[src/rtl/dma_dbg_pkg.sv]
package dma_dbg_pkg;
  localparam int ADDR_W = 12;
  localparam int DATA_W = 32;

  localparam logic [ADDR_W-1:0] OFS_IRQ_EN   = 12'h020;
  localparam logic [ADDR_W-1:0] OFS_IRQ_RAW  = 12'h024;
  localparam logic [ADDR_W-1:0] OFS_IRQ_MSK  = 12'h028;
  localparam logic [ADDR_W-1:0] OFS_IRQ_CLR  = 12'h02C;
  localparam logic [ADDR_W-1:0] OFS_CH_BASE  = 12'h100;
  localparam logic [ADDR_W-1:0] OFS_DBG_STAT = 12'hD00;
  localparam logic [ADDR_W-1:0] OFS_DBG_CMD  = 12'hD04;
  localparam logic [ADDR_W-1:0] OFS_DBG_I0   = 12'hD08;
  localparam logic [ADDR_W-1:0] OFS_DBG_I1   = 12'hD0C;

  typedef struct packed {
    logic [7:0]        opcode;
    logic [DATA_W-1:0] operand;
  } cmd_payload_t;
endpackage

[src/rtl/dma_dbg_cmd.sv]
module dma_dbg_cmd
  import dma_dbg_pkg::*;
#(
  parameter int NUM_CH = 8,
  parameter int CHW    = (NUM_CH > 1) ? $clog2(NUM_CH) : 1
) (
  input  logic              clk,
  input  logic              rst,
  input  logic              wr_en,
  input  logic [ADDR_W-1:0] addr,
  input  logic [DATA_W-1:0] wdata,
  input  logic              cmd_ack,
  output logic [DATA_W-1:0] inst0_q,
  output logic [DATA_W-1:0] inst1_q,
  output logic              busy,
  output logic              cmd_valid,
  output logic [CHW-1:0]    cmd_chan,
  output cmd_payload_t      cmd_pay
);
  logic [7:0] sel;
  logic       sel_ok;
  logic       launch;
  logic       ack_seen;

  assign sel    = inst0_q[15:8];
  assign sel_ok = (sel != 8'd0) && (32'(sel) <= 32'(NUM_CH));
  assign launch = wr_en && (addr == OFS_DBG_CMD) && (wdata == '0) && !busy && sel_ok;

  always_ff @(posedge clk) begin
    if (rst) begin
      inst0_q   <= '0;
      inst1_q   <= '0;
      busy      <= 1'b0;
      cmd_valid <= 1'b0;
      ack_seen  <= 1'b0;
      cmd_chan  <= '0;
      cmd_pay   <= '0;
    end else begin
      if (wr_en && addr == OFS_DBG_I0) inst0_q <= wdata;
      if (wr_en && addr == OFS_DBG_I1) inst1_q <= wdata;
      if (launch) begin
        busy            <= 1'b1;
        cmd_valid       <= 1'b1;
        cmd_chan        <= CHW'(sel - 8'd1);
        cmd_pay.opcode  <= inst0_q[23:16];
        cmd_pay.operand <= inst1_q;
      end else if (cmd_valid && cmd_ack) begin
        cmd_valid <= 1'b0;
        ack_seen  <= 1'b1;
      end else if (ack_seen) begin
        ack_seen <= 1'b0;
        busy     <= 1'b0;
      end
    end
  end

  assert_launch_from_write_R3: assert property (@(posedge clk) disable iff (rst)
    $rose(busy) |-> $past(wr_en && addr == OFS_DBG_CMD && wdata == '0));
  assert_hold_until_ack_R4: assert property (@(posedge clk) disable iff (rst)
    (cmd_valid && !cmd_ack) |=> (cmd_valid && $stable(cmd_chan) && $stable(cmd_pay)));
  assert_busy_release_R4: assert property (@(posedge clk) disable iff (rst)
    (cmd_valid && cmd_ack) |=> (busy && !cmd_valid) ##1 !busy);
  assert_strobe_in_busy_R6: assert property (@(posedge clk) disable iff (rst)
    cmd_valid |-> busy);
  assert_chan_in_range_R5: assert property (@(posedge clk) disable iff (rst)
    cmd_valid |-> (32'(cmd_chan) < 32'(NUM_CH)));
endmodule

[src/rtl/dma_dbg_irq.sv]
module dma_dbg_irq
  import dma_dbg_pkg::*;
#(
  parameter int NUM_CH = 8
) (
  input  logic              clk,
  input  logic              rst,
  input  logic              wr_en,
  input  logic [ADDR_W-1:0] addr,
  input  logic [DATA_W-1:0] wdata,
  input  logic [NUM_CH-1:0] ch_event,
  output logic [NUM_CH-1:0] en_q,
  output logic [NUM_CH-1:0] raw_q,
  output logic              irq
);
  logic [NUM_CH-1:0] en_d, clr_mask, raw_d;

  always_comb begin
    en_d     = (wr_en && addr == OFS_IRQ_EN)  ? wdata[NUM_CH-1:0] : en_q;
    clr_mask = (wr_en && addr == OFS_IRQ_CLR) ? wdata[NUM_CH-1:0] : '0;
    raw_d    = (raw_q & ~clr_mask) | ch_event;
  end

  always_ff @(posedge clk) begin
    if (rst) begin
      en_q  <= '0;
      raw_q <= '0;
      irq   <= 1'b0;
    end else begin
      en_q  <= en_d;
      raw_q <= raw_d;
      irq   <= |(raw_d & en_d);
    end
  end

  assert_event_sticks_R7: assert property (@(posedge clk) disable iff (rst)
    (|ch_event) |=> ((raw_q & $past(ch_event)) == $past(ch_event)));
  assert_clear_works_R8: assert property (@(posedge clk) disable iff (rst)
    (wr_en && addr == OFS_IRQ_CLR) |=>
      ((raw_q & $past(wdata[NUM_CH-1:0]) & ~$past(ch_event)) == '0));
  assert_irq_needs_source_R9: assert property (@(posedge clk) disable iff (rst)
    irq |-> (|(raw_q & en_q)));
endmodule

[src/rtl/dma_dbg_rdmux.sv]
module dma_dbg_rdmux
  import dma_dbg_pkg::*;
#(
  parameter int NUM_CH = 8
) (
  input  logic                   clk,
  input  logic                   rst,
  input  logic                   rd_en,
  input  logic [ADDR_W-1:0]      addr,
  input  logic                   busy,
  input  logic [DATA_W-1:0]      inst0_q,
  input  logic [DATA_W-1:0]      inst1_q,
  input  logic [NUM_CH-1:0]      en_q,
  input  logic [NUM_CH-1:0]      raw_q,
  input  logic [4*NUM_CH-1:0]    ch_state,
  input  logic [32*NUM_CH-1:0]   ch_pc,
  output logic [DATA_W-1:0]      rdata
);
  logic [3:0]        st_arr [NUM_CH];
  logic [31:0]       pc_arr [NUM_CH];
  logic [ADDR_W-1:0] off;
  logic              in_ch;
  logic [DATA_W-1:0] rd_d;

  for (genvar g = 0; g < NUM_CH; g++) begin : g_unpack
    assign st_arr[g] = ch_state[4*g +: 4];
    assign pc_arr[g] = ch_pc[32*g +: 32];
  end

  assign off   = addr - OFS_CH_BASE;
  assign in_ch = (addr >= OFS_CH_BASE) && (32'(off[ADDR_W-1:3]) < 32'(NUM_CH));

  always_comb begin
    rd_d = '0;
    case (addr)
      OFS_IRQ_EN:   rd_d = DATA_W'(en_q);
      OFS_IRQ_RAW:  rd_d = DATA_W'(raw_q);
      OFS_IRQ_MSK:  rd_d = DATA_W'(raw_q & en_q);
      OFS_DBG_STAT: rd_d = DATA_W'(busy);
      OFS_DBG_I0:   rd_d = inst0_q;
      OFS_DBG_I1:   rd_d = inst1_q;
      default: begin
        for (int i = 0; i < NUM_CH; i++) begin
          if (in_ch && 32'(off[ADDR_W-1:3]) == i)
            rd_d = off[2] ? pc_arr[i] : DATA_W'(st_arr[i]);
        end
      end
    endcase
  end

  always_ff @(posedge clk) begin
    if (rst)        rdata <= '0;
    else if (rd_en) rdata <= rd_d;
  end
endmodule

[src/rtl/dma_dbg_irq_unit.sv]
module dma_dbg_irq_unit
  import dma_dbg_pkg::*;
#(
  parameter int NUM_CH = 8,
  parameter int CHW    = (NUM_CH > 1) ? $clog2(NUM_CH) : 1
) (
  input  logic                 clk,
  input  logic                 rst,
  input  logic                 wr_en,
  input  logic                 rd_en,
  input  logic [11:0]          addr,
  input  logic [31:0]          wdata,
  output logic [31:0]          rdata,
  output logic                 busy,
  output logic                 cmd_valid,
  output logic [CHW-1:0]       cmd_chan,
  output logic [7:0]           cmd_opcode,
  output logic [31:0]          cmd_operand,
  input  logic                 cmd_ack,
  input  logic [NUM_CH-1:0]    ch_event,
  input  logic [4*NUM_CH-1:0]  ch_state,
  input  logic [32*NUM_CH-1:0] ch_pc,
  output logic                 irq
);
  logic [DATA_W-1:0] inst0_q, inst1_q;
  logic [NUM_CH-1:0] en_q, raw_q;
  cmd_payload_t      cmd_pay;

  dma_dbg_cmd #(.NUM_CH(NUM_CH), .CHW(CHW)) u_cmd (
    .clk(clk), .rst(rst), .wr_en(wr_en), .addr(addr), .wdata(wdata),
    .cmd_ack(cmd_ack), .inst0_q(inst0_q), .inst1_q(inst1_q), .busy(busy),
    .cmd_valid(cmd_valid), .cmd_chan(cmd_chan), .cmd_pay(cmd_pay)
  );

  assign cmd_opcode  = cmd_pay.opcode;
  assign cmd_operand = cmd_pay.operand;

  dma_dbg_irq #(.NUM_CH(NUM_CH)) u_irq (
    .clk(clk), .rst(rst), .wr_en(wr_en), .addr(addr), .wdata(wdata),
    .ch_event(ch_event), .en_q(en_q), .raw_q(raw_q), .irq(irq)
  );

  dma_dbg_rdmux #(.NUM_CH(NUM_CH)) u_rd (
    .clk(clk), .rst(rst), .rd_en(rd_en), .addr(addr), .busy(busy),
    .inst0_q(inst0_q), .inst1_q(inst1_q), .en_q(en_q), .raw_q(raw_q),
    .ch_state(ch_state), .ch_pc(ch_pc), .rdata(rdata)
  );
endmodule

[config.mk]
export PLATFORM = sky130hd
export DESIGN_NAME = dma_dbg_irq_unit
export DESIGN_NICKNAME = d
export VERILOG_FILES = /design/src/rtl/dma_dbg_pkg.sv /design/src/rtl/dma_dbg_cmd.sv /design/src/rtl/dma_dbg_irq.sv /design/src/rtl/dma_dbg_rdmux.sv /design/src/rtl/dma_dbg_irq_unit.sv
export SDC_FILE = /design/constraint.sdc
export NUM_CORES = 1
export LEC_CHECK = 0
export CAP_MARGIN = 20
export CORE_MARGIN = 8
export CORE_UTILIZATION = 44
export DETAILED_ROUTE_END_ITERATION = 10
export HOLD_SLACK_MARGIN = 0.03
export PLACE_DENSITY_LB_ADDON = 0.05
export SLEW_MARGIN = 5
export SYNTH_ARGS = -nofsm -noshare
export SYNTH_HDL_FRONTEND = slang
export SYNTH_HIERARCHICAL = 1
export SYNTH_SLANG_ARGS = --single-unit
export TNS_END_PERCENT = 100
[constraint.sdc]
create_clock -name clk -period 2.5 [get_ports clk]
set_input_delay 0.375 -clock clk [delete_from_list [all_inputs] [get_ports clk]]
set_output_delay 0.375 -clock clk [all_outputs]
set_load 0.01 [all_outputs]
Word level (Yosys, flattened, before mapping)
Cells that the tools add are included.
Widths: inputs -> output; s select.
{"block": "totals", "register_bits": 159, "out_inout_bits": 78, "elab_cells": 90}
{"block": "op_classes", "addsub": 2, "n_lt_le_gt_ge": 3, "eq_ne": 16, "mux": 25, "bitwise": 5, "reduce_logical": 27}
{"operator": "$mux 32", "count": 16}
{"operator": "$pmux 32 s6", "count": 1}
{"operator": "$eq 12x12->1 const B", "count": 4}
{"operator": "$eq 12x6->1 const B", "count": 4}
{"operator": "$eq 9x3->1 const B", "count": 4}
{"operator": "$logic_not 32->1", "count": 1}
{"operator": "$and 8x8->8", "count": 3}
{"operator": "$logic_and 1x1->1", "count": 19}
{"operator": "$eq 9x2->1 const B", "count": 2}
{"operator": "$mux 8", "count": 2}
{"operator": "$ge 12x9->1 const B", "count": 1}
{"operator": "$sub 12x9->12 const B", "count": 1}
{"operator": "$eq 9x1->1 const B", "count": 1}
{"operator": "$logic_not 9->1", "count": 1}
{"operator": "$lt 9x4->1 const B", "count": 1}
{"operator": "$le 8x4->1 const B", "count": 1}
{"operator": "$not 8->8", "count": 1}
{"operator": "$or 8x8->8", "count": 1}
{"operator": "$reduce_bool 8->1", "count": 1}
{"operator": "$reduce_or 8->1", "count": 1}
{"operator": "$mux 1", "count": 6}
{"operator": "$reduce_bool 2->1", "count": 2}
{"operator": "$sub 3x1->3 const B", "count": 1}
{"operator": "$ne 2x1->1 const B", "count": 1}
{"operator": "other kinds (2)", "count": 2}

Logic depth before layout (Yosys ltp)
Gate-level depths: netlist of run 1.
{"block": "logic_depth", "word_depth": 13, "ltp_mapped": 10, "depth_no_buf": 7}

Hierarchy
Netlist of run 1, hierarchy kept.
{"module": "dma_dbg_rdmux", "instances": 1, "cells_per_inst": 686, "area_each_um2": 5132.4, "seq_area_each_um2": 640.6}
{"module": "dma_dbg_cmd", "instances": 1, "cells_per_inst": 519, "area_each_um2": 4274.1, "seq_area_each_um2": 2202.1}
{"module": "dma_dbg_irq", "instances": 1, "cells_per_inst": 72, "area_each_um2": 729.4, "seq_area_each_um2": 340.3}

Least setup slack after synthesis of run 1
Ideal clock, no wire load.
{"block": "synth_path", "path_type": "in2reg", "start": "input port addr[9]", "end": "register u_rd.rdata[22]", "setup_time_ps": 87, "arrival_time_ps": 2214, "setup_slack_ps": 200, "path_stages": 9, "n_path_buf": 2, "cell_sequence": "inv_1 -> ha_1 -> and4b_1 -> nand3_1 -> clkbuf_1 -> nor3_2 -> clkbuf_1 -> nand3_1 -> a221oi_2"}
{"block": "synth_between", "elab_chain_len": 13}
{"element": "start, declared", "line_no": "dma_dbg_irq_unit.sv:11", "rtl": "input logic [11:0] addr,"}
{"element": "$sub 12x9->12", "line_no": "dma_dbg_rdmux.sv:30", "rtl": "assign off = addr - OFS_CH_BASE;"}
{"element": "$lt 9x4->1", "line_no": "dma_dbg_rdmux.sv:31", "rtl": "assign in_ch = (addr >= OFS_CH_BASE) && (32'(off[ADDR_W-1:3]) < 32'(NUM_CH));"}
{"element": "$logic_and 1x1->1", "line_no": "dma_dbg_rdmux.sv:31"}
{"element": "$logic_and 1x1->1", "line_no": "dma_dbg_rdmux.sv:44", "rtl": "if (in_ch && 32'(off[ADDR_W-1:3]) == i)"}
{"element": "$mux 32 (8 in a row)", "line_no": "dma_dbg_rdmux.sv:44"}
{"element": "$pmux 32 s6 (*)", "line_no": "dma_dbg_rdmux.sv:35", "rtl": "case (addr)"}
{"element": "end signal, assigned", "line_no": "dma_dbg_rdmux.sv:53", "rtl": "else if (rd_en) rdata <= rd_d;"}
{"element": "end, declared", "line_no": "dma_dbg_rdmux.sv:17", "rtl": "output logic [DATA_W-1:0] rdata"}
Mark *: on every way between the ends. The rest lies on a longest branch, timed or not.
A chain may end at the register's enable or synchronous reset.

Final worst setup path of run 1
{"block": "layout_path", "start": "input port addr[9]", "end": "register u_rd.rdata[19]"}
Same word-level chain as after synthesis.

==> results of run 1 <==
## what timing repair did
item | 4_1_cts | 5_1_grt
setup buffers | 0 | 3
setup endpoints to repair | 0 | 9
resized for setup | 0 | 11
hold buffers | 0 | 0
## registers in the layout, indices dropped and copies added (netlist names)
register	cells
u_cmd/cmd_pay	40
u_cmd/inst1_q	32
u_cmd/inst0_q	32
u_irq/en_q	8
u_irq/irq	1
u_cmd/cmd_valid	1
u_cmd/busy	1
u_rd/rdata	32
u_irq/raw_q	8
u_cmd/cmd_chan	3
u_cmd/ack_seen	1
## report_power, final
group          switching [mW]  internal [mW]  leakage (nW)
registers              0.0134           2.55          1.28
logic                   0.528          0.764          3.98
clock network            1.16           1.31         0.270
total                    1.70           4.62          5.53
## cell usage after synthesis (20+ instances only)
cell,count
nand2_1,199
clkbuf_1,57
a211oi_1,31
buf_2,30
mux2i_1,86
a21oi_1,128
nand3_1,84
and3_1,20
nand2b_1,28
o21ai_0,22
o22ai_1,30
dfxtp_1,159
a22oi_1,24
nor2b_1,27
o21ai_1,45
nor2_1,59
## cell families after synthesis
kind of cell	share of synthesized area
xor+xnor	0.003457
mux	0.1227
simple gates	0.2428
flops	0.3140
buf+inv	0.06481
compound gates	0.2460
fa+ha+maj	0.006172
## how the worst max path moves through the flow
stage	from	end	slack, ns	cells after the start
finish	addr[9]	u_rd/rdata[19]	0.09	12
global route	addr[9]	u_rd/rdata[26]	-0.01	12
CTS	addr[8]	u_rd/rdata[4]	0.05	9
detailed placement	addr[8]	u_rd/rdata[4]	-0.36	9
global placement	addr[8]	u_rd/rdata[6]	-0.37	10
floorplan	addr[9]	u_rd/rdata[22]	0.20	9
## layer usage
metal  global-route usage  routed length [um]  vias up
met5                    0                  42        -
met4               0.1262                1430        6
met3              0.08653                4456       75
met2               0.5537               24050      616
met1               0.4153               19980     5771
li1                     -                   -     5614
## worst max-delay path, stage by stage
cell	delay, ns
clkdlybuf4s50_1	0.49
inv_2	0.06
ha_4	0.26
nand4b_1	0.16
buf_4	0.20
buf_4	0.14
nor4_4	0.26
buf_6	0.18
clkbuf_16	0.16
a22oi_1	0.06
and3_1	0.18
a221oi_2	0.23
## area by class of cell
class                      count  area [sq um]
fill                        1893          6680
inverter                      11         41.29
clock buffer                  19         432.9
tap                          285         356.6
multi-input combinational    988          6384
antenna                        8         20.02
timing repair buffer         558          5426
sequential                   159          3183
clock inverter                13         116.4
## placed cells by master (no fill, tap or decap), types with 27 or more instances in the layout
| cell | netlist | routed |
|---|---|---|
| dfxtp_1 | 159 | 159 |
| o22ai_1 | 30 | 30 |
| a211oi_1 | 31 | 31 |
| o21ai_1 | 45 | 45 |
| nand2b_1 | 28 | 28 |
| mux2i_1 | 86 | 86 |
| nand2_1 | 199 | 199 |
| clkdlybuf4s50_1 | 0 | 415 |
| a21oi_1 | 128 | 128 |
| buf_4 | 7 | 123 |
| nor2b_1 | 27 | 27 |
| nand3_1 | 84 | 84 |
| nor2_1 | 59 | 59 |
## stage by stage
step / setup WS (ns) / setup TNS, ns / utilization
after floorplan: 0.1996 / 0 / -
after global placement: -0.3737 / -18.40 / 0.6745
after detailed placement: -0.3627 / -21.43 / 0.6745
after CTS: 0.05356 / 0 / 0.6988
after global routing: -0.009719 / -0.009719 / 0.7048
final: 0.08887 / 0 / 0.7049
==> run metrics, run 1 <==
final instance area 15960 sq um; total wire length 49.95 mm; post-synth top area share 0.3140; Inserted Clock Buffers 17; RR Startpoint u_cmd/inst0_q[8]; register area share after synthesis 0.3140; DP Cell Count 1996; top_reg_cell synth dfxtp_1; remaining antenna violation count 0; hold path endpoint u_irq/en_q[3]; R2R Path End u_cmd/cmd_pay[34]; non-filler cells, final 2041; min Tclk post-route 2.411 ns; routed vias/inst 5.920; R2R cell count 8; Slew Viols, Final 0; routability cong. 1.009; Clock Pin Slew Worst Setup and Hold Paths 0.07 ns; # port buffers 422; latest clock arrival within the worst-skew pair 0.43 ns; maximum vdd drop 419.5 uV; Hold Crit Depth 2; Hold Startpoint rst; Arrival @ worst endpoint 2.75 ns; Avg Synthesized Cell Area 7.937 sq um; endpoints failing setup 0; Max-slew headroom 0.4560; Worst Skew 0.01104 ns; actual slew at the worst max-slew pin 0.8133 ns; final period utilization 0.9645; share of layout cells above drive strength 1 0.1407; EDFF count, synth 0; HP Class in -> reg; WP data required 2.84 ns; initial antenna violation count 10; WL per Instance 24.47 um; CTS root buf clkbuf_16; dpl cell area 15270 sq um; # Max-Cap Violations 0; first-pass GRT wire length 73.24 mm; Setup crit start kind input pin; Starting Density 0.4477; DRC 0; area of the die 28150 sq um; Tot GR Track Use 0.3359; Yosys cell types 71; I/O pins 423; die width 167.8 um; flops & latches, synth 159; area delta synth->final 57.46%; yosys warns 6; FFs w/ async S/R, synth 0; PD cells 396.6 nW/um^2; H-tree lvl count 4; core area 22640 sq um; drt pass-1 iters 5; row count 55; Final HPWL DP 39.24 mm; number of global-route vias before repair 11637; Hold Violations, Final 0; worst hold slack 0.3264 ns; largest net degree at the start of global routing 118; cell taking the most area after synthesis dfxtp_1; register-to-register setup slack 0.42 ns; DRT iter0 DRCs 1172; Max Root-Sink Buffers 2; Die Y 167.8 um; Synth Instances 1277; Final Total Pwr 6.329 mW; CTS tree yes; critical path type in -> reg; Cell Area, Synth 10140 sq um; via count 12082; status finished clean; Leak 5.532 nW; # clock sinks 159; GRT Residual Overflow 0; Post-Syn Nets 1627; CP endpoint kind flop; Synth area leaders dfxtp_1 (31%), mux2i_1 (8.5%), nand2_1 (7.4%); Max Freq 414.7 MHz; final net count 2085; CP Max Fanout 10
No activity file was read; power rests on OpenSTA's default activity.
==> run 2: changes to the inputs <==
- CORE_AREA: not set -> 2 2 165 167
- CORE_MARGIN: 8 -> not set
- CORE_UTILIZATION: 44 -> not set
- DIE_AREA: not set -> 0 0 167 169
==> run metrics, run 2 (synthesis results as in run 1) <==
Clock power frac 0.411; area of the die 28220 sq um; RSZ-0062 raised after global routing no; initial antenna violation count 6; NetSw 1.750 mW; non-filler cells, final 2093; via count 11840; PD cells 408.9 nW/um^2; # Max-Cap Violations 0; total wire length 47.25 mm; power share of the combinational group 0.200; number of flip-flops in the largest register 40; I/O pins 423; die width 167 um; Starting Density 0.3825; min Tclk post-route 2.430 ns; Arrival @ worst endpoint 2.76 ns; first-pass GRT wire length 70.15 mm; Net Sw Frac 0.2658; dpl cell area 15420 sq um; final period utilization 0.9720; Leak 5.545 nW; CTS tree yes; WL per Instance 22.58 um; Worst Skew 0.01382 ns; number of global-route vias before repair 11380; largest net degree at the start of global routing 83; routability cong. 0.9297; GRT Residual Overflow 0; share of layout cells above drive strength 1 0.1409; WL met3 3.421 mm; status finished clean; Max Root-Sink Buffers 2; post-route setup slack 0.07012 ns; maximum vdd drop 414.1 uV; Tot GR Track Use 0.3211; Max Freq 411.5 MHz; CTS root buf clkbuf_16; DP Cell Count 2055; final instance area 16100 sq um; final core area utilization 0.6075; commonest non-fill, non-tap cell in the layout clkdlybuf4s50_1; row count 60; DRC 0; core area 26500 sq um; area delta synth->final 58.82%; H-tree lvl count 4; share of power burned in registers 0.389; final net count 2083; Die Y 169 um; routed vias/inst 5.657; Internal 4.834 mW; met2 WL 22.50 mm; actual slew at the worst max-slew pin 0.5012 ns; HP Class in -> reg; Slew Viols, Final 0; WP data required 2.83 ns; most frequent cells in the layout clkdlybuf4s50_1 (417), nand2_1 (198), dfxtp_1 (159); M1 WL 20.38 mm; # port buffers 422; max layer used met4; DRT iter0 DRCs 1109; drt pass-1 iters 5; Inserted Clock Buffers 17; CP endpoint kind flop; CP Max Fanout 3; critical path type in -> reg; Final HPWL DP 36.95 mm; # hold bufs at CTS 0; endpoints failing setup 0; latest clock arrival within the worst-skew pair 0.44 ns; Final Total Pwr 6.583 mW; Setup crit start kind input pin; Hold Violations, Final 0; Max-slew headroom 0.6659; R2R cell count 8; remaining antenna violation count 0; Hold Crit Depth 2; # clock sinks 159; Largest Register u_cmd/cmd_pay; worst slack, placed -0.5308 ns; Clock Pin Slew Worst Setup and Hold Paths 0.07 ns
[run 2: worst max-delay path: stages]
cell	delay (ns)
clkdlybuf4s50_1	0.49
inv_1	0.06
ha_1	0.21
buf_4	0.15
xnor2_1	0.19
nand3_1	0.14
or2_2	0.32
or4_1	0.54
a311oi_2	0.29
[run 2: final cells by class]
| cell class | instances | area (sq um) |
|---|---|---|
| flip-flops and latches | 159 | 3183 |
| multi-input cells | 988 | 6410 |
| diodes | 6 | 15.01 |
| repair buffers | 556 | 5423 |
| clock buffers | 18 | 429.2 |
| inverters | 11 | 41.29 |
| fillers | 2395 | 10400 |
| well taps | 341 | 426.7 |
| clock inverters | 14 | 170.2 |
[run 2: metal layers]
layer  up-vias  track usage
met3        49      0.06617
met2       511       0.5341
met5         -            0
li1       5638            -
met4         0      0.08096
met1      5642       0.4260
[run 2: power groups by stage]
stage          registers, mW  clock network, mW  logic, mW
2_1_floorplan           2.62                  0      0.432
3_3_place_gp            2.62                  0       1.29
3_5_place_dp            2.62                  0       1.29
4_1_cts                 2.56               2.75       1.30
5_1_grt                 2.56               2.86       1.39
6_report                2.56               2.70       1.32
[run 2: final timing paths]
kind                                  startpoint                end  slack (ns)
worst min-delay path                         rst     u_irq/raw_q[1]        0.39
worst min register to register  u_cmd/inst0_q[5]   u_cmd/inst0_q[5]        0.45
worst max register to register  u_cmd/inst0_q[8]  u_cmd/cmd_pay[31]        0.45
worst max-delay path                     addr[9]     u_rd/rdata[17]        0.07
[run 2: per-stage QoR]
stage / hold slack [ns] / TNS (ns)
after floorplan: 0.4294 / 0
after global placement: 0.4351 / -18.67
after detailed placement: 0.4408 / -19.59
after CTS: 0.3864 / 0
after global routing: 0.4053 / 0
final: 0.3865 / 0
[run 2: what timing repair did]
action                     4_1_cts  5_1_grt
setup endpoints to repair        3        9
gates resized for setup          3       10
setup buffers                    0        0
